==> config.mk <==
export PLATFORM = sky130hd
export DESIGN_NAME = pinbank_ovr
export DESIGN_NICKNAME = d
export VERILOG_FILES = /design/src/rtl/pinbank_pkg.sv /design/src/rtl/pinbank_regs.sv /design/src/rtl/pinbank_sync.sv /design/src/rtl/pinbank_pinctl.sv /design/src/rtl/pinbank_ovr.sv
export SDC_FILE = /design/constraint.sdc
export NUM_CORES = 1
export LEC_CHECK = 0
export BUFFER_PORTS_ARGS = -buffer_cell sky130_fd_sc_hd__buf_2
export CAP_MARGIN = 20
export CORE_MARGIN = 2
export CORE_UTILIZATION = 42
export CTS_CLUSTER_DIAMETER = 60
export DETAILED_ROUTE_END_ITERATION = 8
export GPL_TIMING_DRIVEN = 0
export PLACE_DENSITY = 0.81
export SYNTH_ARGS = -nofsm -noshare
export SYNTH_HDL_FRONTEND = slang
export SYNTH_SLANG_ARGS = --single-unit
==> constraint.sdc <==
create_clock -name clk -period 1.9 [get_ports clk]
set_clock_uncertainty 0.1 [all_clocks]
set_input_delay 0.38 -clock clk [delete_from_list [all_inputs] [get_ports clk]]
set_output_delay 0.38 -clock clk [all_outputs]
set_load 0.01 [all_outputs]
==> src/rtl/pinbank_pkg.sv <==
package pinbank_pkg;
   typedef enum logic [1:0] {
      SEL_DIR = 2'd0,
      SEL_OUT = 2'd1,
      SEL_PIN = 2'd2,
      SEL_CTL = 2'd3
   } pin_reg_sel_e;

   localparam int unsigned PIN_REG_COUNT = 4;
   localparam int unsigned CTL_PUD_BIT   = 0;
endpackage

==> src/rtl/pinbank_regs.sv <==
module pinbank_regs
   import pinbank_pkg::*;
#(
   parameter int unsigned N_PINS = 8,
   parameter int unsigned ADDR_W = 2
) (
   input  logic              clk,
   input  logic              rst_n,
   input  logic              we,
   input  logic [ADDR_W-1:0] addr,
   input  logic [N_PINS-1:0] wdata,
   input  logic [N_PINS-1:0] tgl,
   input  logic [N_PINS-1:0] pin_q,
   output logic [N_PINS-1:0] dir_q,
   output logic [N_PINS-1:0] out_q,
   output logic              pud_q,
   output logic [N_PINS-1:0] rdata
);
   localparam int unsigned SEL_W = 2;

   logic              in_map;
   logic [SEL_W-1:0]  sel;
   logic              wr_dir, wr_out, wr_ctl;

   if (ADDR_W > SEL_W) begin : g_hi_dec
      assign in_map = (addr[ADDR_W-1:SEL_W] == '0);
   end else begin : g_no_hi
      assign in_map = 1'b1;
   end
   assign sel = addr[SEL_W-1:0];

   assign wr_dir = we && in_map && (sel == SEL_DIR);
   assign wr_out = we && in_map && (sel == SEL_OUT);
   assign wr_ctl = we && in_map && (sel == SEL_CTL);

   always_ff @(posedge clk or negedge rst_n) begin
      if (!rst_n) begin
         dir_q <= '0;
      end else if (wr_dir) begin
         dir_q <= wdata;
      end
   end

   always_ff @(posedge clk or negedge rst_n) begin
      if (!rst_n) begin
         out_q <= '0;
      end else if (wr_out) begin
         out_q <= wdata;
      end else begin
         out_q <= out_q ^ tgl;
      end
   end

   always_ff @(posedge clk or negedge rst_n) begin
      if (!rst_n) begin
         pud_q <= 1'b0;
      end else if (wr_ctl) begin
         pud_q <= wdata[CTL_PUD_BIT];
      end
   end

   always_comb begin
      rdata = '0;
      if (in_map) begin
         unique case (sel)
            SEL_DIR: rdata = dir_q;
            SEL_OUT: rdata = out_q;
            SEL_PIN: rdata = pin_q;
            default: rdata[CTL_PUD_BIT] = pud_q;
         endcase
      end
   end

   // write beats a coincident toggle
   a_r7_write_wins : assert property (@(posedge clk) disable iff (!rst_n)
      wr_out |=> (out_q == $past(wdata)));

   // each toggle pulse flips the stored bit once
   a_r6_toggle_flip : assert property (@(posedge clk) disable iff (!rst_n)
      !wr_out |=> (out_q == ($past(out_q) ^ $past(tgl))));
endmodule

==> src/rtl/pinbank_sync.sv <==
module pinbank_sync #(
   parameter int unsigned N_PINS = 8,
   parameter int unsigned STAGES = 2
) (
   input  logic              clk,
   input  logic              rst_n,
   input  logic [N_PINS-1:0] d,
   output logic [N_PINS-1:0] q
);
   logic [STAGES-1:0][N_PINS-1:0] chain;

   for (genvar s = 0; s < STAGES; s++) begin : g_stage
      always_ff @(posedge clk or negedge rst_n) begin
         if (!rst_n) begin
            chain[s] <= '0;
         end else begin
            chain[s] <= (s == 0) ? d : chain[(s == 0) ? 0 : s-1];
         end
      end
   end

   assign q = chain[STAGES-1];
endmodule

==> src/rtl/pinbank_pinctl.sv <==
module pinbank_pinctl (
   input  logic dir,
   input  logic outb,
   input  logic pud,
   input  logic sleep,
   input  logic pu_en,
   input  logic pu_val,
   input  logic dd_en,
   input  logic dd_val,
   input  logic pv_en,
   input  logic pv_val,
   input  logic die_en,
   input  logic die_val,
   input  logic pin,
   output logic oe,
   output logic dout,
   output logic pu,
   output logic ie,
   output logic din
);
   logic pu_auto;
   logic pu_sel;
   logic lvl;

   assign oe      = dd_en ? dd_val : dir;
   assign pu_auto = ~dir & outb & ~pud;
   assign pu_sel  = pu_en ? pu_val : pu_auto;
   assign pu      = pu_sel & ~oe;
   assign lvl     = pv_en ? pv_val : outb;
   assign dout    = oe & lvl;
   assign ie      = die_en ? die_val : ~sleep;
   assign din     = pin & ie;
endmodule

==> src/rtl/pinbank_ovr.sv <==
module pinbank_ovr
   import pinbank_pkg::*;
#(
   parameter int unsigned N_PINS      = 8,
   parameter int unsigned ADDR_W      = 2,
   parameter int unsigned SYNC_STAGES = 2
) (
   input  logic              clk,
   input  logic              rst_n,
   input  logic              bus_we,
   input  logic [ADDR_W-1:0] bus_addr,
   input  logic [N_PINS-1:0] bus_wdata,
   output logic [N_PINS-1:0] bus_rdata,
   input  logic              sleep_i,
   input  logic [N_PINS-1:0] ovr_pu_en,
   input  logic [N_PINS-1:0] ovr_pu_val,
   input  logic [N_PINS-1:0] ovr_dd_en,
   input  logic [N_PINS-1:0] ovr_dd_val,
   input  logic [N_PINS-1:0] ovr_pv_en,
   input  logic [N_PINS-1:0] ovr_pv_val,
   input  logic [N_PINS-1:0] ovr_tgl,
   input  logic [N_PINS-1:0] ovr_die_en,
   input  logic [N_PINS-1:0] ovr_die_val,
   input  logic [N_PINS-1:0] pad_in,
   output logic [N_PINS-1:0] pad_out,
   output logic [N_PINS-1:0] pad_oe,
   output logic [N_PINS-1:0] pad_pu,
   output logic [N_PINS-1:0] pad_ie,
   output logic [N_PINS-1:0] din_raw
);
   localparam int unsigned MIN_ADDR_W = $clog2(PIN_REG_COUNT);

   if (N_PINS < 1) begin : g_bad_pins
      $error("pinbank_ovr: N_PINS must be at least 1");
   end
   if (ADDR_W < MIN_ADDR_W) begin : g_bad_addr
      $error("pinbank_ovr: ADDR_W too narrow for the register map");
   end
   if (SYNC_STAGES < 2) begin : g_bad_sync
      $error("pinbank_ovr: SYNC_STAGES must be at least 2");
   end

   logic [N_PINS-1:0] dir_q, out_q, pin_q;
   logic              pud_q;

   pinbank_regs #(.N_PINS(N_PINS), .ADDR_W(ADDR_W)) regs_i (
      .clk   (clk),
      .rst_n (rst_n),
      .we    (bus_we),
      .addr  (bus_addr),
      .wdata (bus_wdata),
      .tgl   (ovr_tgl),
      .pin_q (pin_q),
      .dir_q (dir_q),
      .out_q (out_q),
      .pud_q (pud_q),
      .rdata (bus_rdata)
   );

   for (genvar i = 0; i < N_PINS; i++) begin : g_pin
      pinbank_pinctl ctl_i (
         .dir     (dir_q[i]),
         .outb    (out_q[i]),
         .pud     (pud_q),
         .sleep   (sleep_i),
         .pu_en   (ovr_pu_en[i]),
         .pu_val  (ovr_pu_val[i]),
         .dd_en   (ovr_dd_en[i]),
         .dd_val  (ovr_dd_val[i]),
         .pv_en   (ovr_pv_en[i]),
         .pv_val  (ovr_pv_val[i]),
         .die_en  (ovr_die_en[i]),
         .die_val (ovr_die_val[i]),
         .pin     (pad_in[i]),
         .oe      (pad_oe[i]),
         .dout    (pad_out[i]),
         .pu      (pad_pu[i]),
         .ie      (pad_ie[i]),
         .din     (din_raw[i])
      );

      // driver enable follows the direction register when not overridden
      a_r4_oe_from_dir : assert property (@(posedge clk) disable iff (!rst_n)
         !ovr_dd_en[i] |-> (pad_oe[i] == dir_q[i]));

      // automatic pull-up rule from stored state
      a_r1_auto_pullup : assert property (@(posedge clk) disable iff (!rst_n)
         (!ovr_pu_en[i] && !pad_oe[i]) |->
            (pad_pu[i] == (!dir_q[i] && out_q[i] && !pud_q)));
   end

   pinbank_sync #(.N_PINS(N_PINS), .STAGES(SYNC_STAGES)) sync_i (
      .clk   (clk),
      .rst_n (rst_n),
      .d     (din_raw),
      .q     (pin_q)
   );

   if (SYNC_STAGES == 2) begin : g_lat_chk
      logic [1:0] warm;
      always_ff @(posedge clk or negedge rst_n) begin
         if (!rst_n) begin
            warm <= '0;
         end else if (warm != 2'd3) begin
            warm <= warm + 2'd1;
         end
      end

      // pin readback is the raw input two edges later
      a_r10_sync_latency : assert property (@(posedge clk) disable iff (!rst_n)
         (warm >= 2'd2) |-> (pin_q == $past(din_raw, 2)));
   end
endmodule

==> impl_results.md <==
* Status: finished with violations
* Failing checks: setup timing
* Starting Density at 0.429
* Post-route worst setup slack at -0.187 ns
* Leak Pwr at 1.74 nW
* Tcrit/Tclk final at 1.10
* Endpoints failing hold at 0
* Crit path largest cell delay at 0.50 ns
* All-Layer GR Usage at 0.183
* DRT Pass-1 Iters at 4
* Worst-Skew Late Latency at 0.28 ns
* Core area at 5040 um2
* Critical Path Sink Type: output pin
* Internal power at 0.00199 W
* Hold_ws at 0.0523 ns
* Yosys warns at 0
* Pre-CTS WS at -0.0612 ns
* DRC Markers at 0
* DIE AREA at 5740 um2
* Die X at 75.8 um
* DR iter-0 viols at 16
* ANT cells at 0
* Fin Setup TNS at -1.23 ns
* Max-slew headroom at 0.527
* Sw Ratio at 0.288
* Clk buf depth at 2
* Synth unique cells at 19
* Final wirelength at 5350 um
* Sequential fraction of the synthesis area at 0.382
* Post-route minimum period at 2.09 ns
* Flop2flop setup slack at 0.71 ns
* Vias in the first global route at 1,774
* Pwr Total at 0.00280 W
* Max-Cap Viols at 0
* Total gr overflow at 0
* Syn Std Cell Area at 2160 um2
* CTS tree: done
* Hold buffers post-CTS at 0
* Crit path top cell by count: buf_6
* Critical path type: flip-flop to output pin
* Unrepaired setup endpoints after global routing: true
* DR vias/cell at 4.56
* IO buf count at 141
* Crit path cell chain: buf_6, or4b_4, a21oi_4, buf_6
* Hpwl dp at 4130 um
* Fmax achieved at 479 MHz
* Max VDD drop at 0.643 mV
* Flops & latches, synth at 33
* Largest net degree at the start of global routing at 34
* Cell Rows at 26
* Area grow syn2layout at 50.6%
* # placed instances at 411
* Family with the most delay on the worst path: simple AND/OR/NAND/NOR gates
* Final antenna-violating net count at 0
* Req. time, crit path at 1.42 ns
* Fin nets at 446
* Syn Inst Count at 200
* Slowest CP cell: or4b_4
* Layout cell share with drive strength beyond 1 at 0.731
* Power per Cell Area at 859 nW/um2
* Sequential cell area at 827 um2
* Combinational share of power at 0.408
* Routability cong. at 0.737
* Avg Cell Area, Syn at 10.8 um2
* First-pass GRT wire length at 7720 um
* Worst endpoint data arrival time at 1.61 ns
* Max FO, Critical Path at 5
* Die Ht at 75.8 um
* CTS clk-pin slew, worst paths at 0.07 ns
* Routed len/inst at 12.7 um
* Slew @ Worst Pin at 0.709 ns
* Sw Pwr at 0.000808 W
* Clock Sinks at 33
* Root buffer cell: clkbuf_8
* # fillers at 393
* Setup Viol. Count Final at 9
* Initial antenna violation count at 0
* Clock power frac at 0.238
* IO Count at 142
* Worst path bufs/invs at 2
* Syn Nets at 294
* Reg power frac at 0.354
* CTS buffer count at 5
* Multi-input logic area at 1100 um2
* Slew Limit Fails at 0
* DR vias at 1,928
* Fin cells at 423
* Type of origin of the critical path: flip-flop
* CTS H-tree depth at 2
* Min-Delay Path Class: input pin to async pin
## routing by layer
metal | GRT usage | wire [um]
met4 | 0.0741 | 79
met5 | 0 | 0
met1 | 0.196 | 1980
met3 | 0.0503 | 367
met2 | 0.337 | 2920
## cell type report
| cell class | instances | area share |
|---|---|---|
| Clock inverter | 1 | 0.00921 |
| Sequential cell | 33 | 0.254 |
| Timing Repair Buffer | 153 | 0.264 |
| Tap cell | 70 | 0.0269 |
| Multi-Input combinational cell | 124 | 0.338 |
| Buffer | 35 | 0.0817 |
| Clock buffer | 7 | 0.0265 |
## through the flow
stage,util,cell area (um2)
2_1_floorplan,-,2160
3_3_place_gp,0.587,2960
3_5_place_dp,0.587,2960
4_1_cts,0.625,3150
5_1_grt,0.647,3260
6_report,0.647,3260
## cells by family after synthesis
family                    count (synthesis)  synth area share
DFF                                      33             0.382
buffers and inverters                    43             0.149
muxes                                    41             0.214
AOI/OAI and AO/OA                        23            0.0746
and+or+nand+nor                          52             0.148
xor gates and xnor gates                  8            0.0324
## cell usage after synthesis
master	count	area [um2]
a21boi_0	8	60.1
a21oi_1	8	40.0
and2_1	8	50.1
buf_4	41	308
buf_6	1	11.3
clkbuf_1	1	3.75
dfrtp_1	33	826
mux2_2	33	372
mux2i_1	7	70.1
mux4_2	1	22.5
nand2_1	24	90.1
nand3_1	1	5.00
nand3b_4	1	20.0
nor2b_1	1	6.26
nor3b_4	1	18.8
o2bb2ai_1	7	61.3
or2_2	8	50.1
or4b_1	8	80.1
xor2_1	8	70.1
## worst reg2reg max path: stages (launching register included)
cell and delay (ns):
dfrtp_1 0.42, buf_4 0.15, xor2_1 0.15, mux2_2 0.26
## flip-flops by register name (all words and copies together), names as in the netlist
name / flops
regs_i.dir_q: 8
regs_i.pud_q: 1
sync_i.q: 8
sync_i.chain: 8
regs_i.out_q: 8
## placed cells by master (no fill, tap or decap), types with 2 or more instances in the layout
master / Yosys / final
mux2i_1: 7 / 7
mux2_2: 33 / 29
mux2_4: 0 / 4
a21oi_2: 0 / 7
buf_6: 1 / 12
or4b_4: 0 / 8
a21boi_1: 0 / 2
buf_2: 0 / 132
clkbuf_8: 0 / 6
nand2_1: 24 / 24
o2bb2ai_1: 7 / 7
a21boi_0: 8 / 6
buf_4: 41 / 44
dfrtp_1: 33 / 32
or2_2: 8 / 8
and2_4: 0 / 2
xor2_1: 8 / 8
and2_1: 8 / 6
## path summary, 6_finish.rpt
check                                  endpoint       startpoint  cells after the start
worst max-delay path                  pad_pu[2]     regs_i.pud_q                      4
worst min-delay path            regs_i.out_q[6]            rst_n                      1
worst max register to register  regs_i.out_q[7]  regs_i.out_q[7]                      3
worst min register to register      sync_i.q[3]  sync_i.chain[3]                      0
max in group asynchronous          regs_i.pud_q            rst_n                      1
min in group clk                regs_i.dir_q[3]     bus_wdata[3]                      2
## power by group through the flow
stage | sequential [W] | clock (W) | combinational (W)
after CTS | 0.00100 | 0.000679 | 0.00104
after global routing | 0.00101 | 0.000711 | 0.00126
after detailed placement | 0.00102 | 0 | 0.000961
final | 0.000992 | 0.000667 | 0.00114
after floorplan | 0.000960 | 0 | 0.000648
after global placement | 0.00101 | 0 | 0.000933
## repair_timing
action,CTS,global route
setup buffers,2,10
gates resized for setup,30,12
pin swaps,16,8
setup endpoints to repair,13,20
Power figures use the tool's default switching activity.
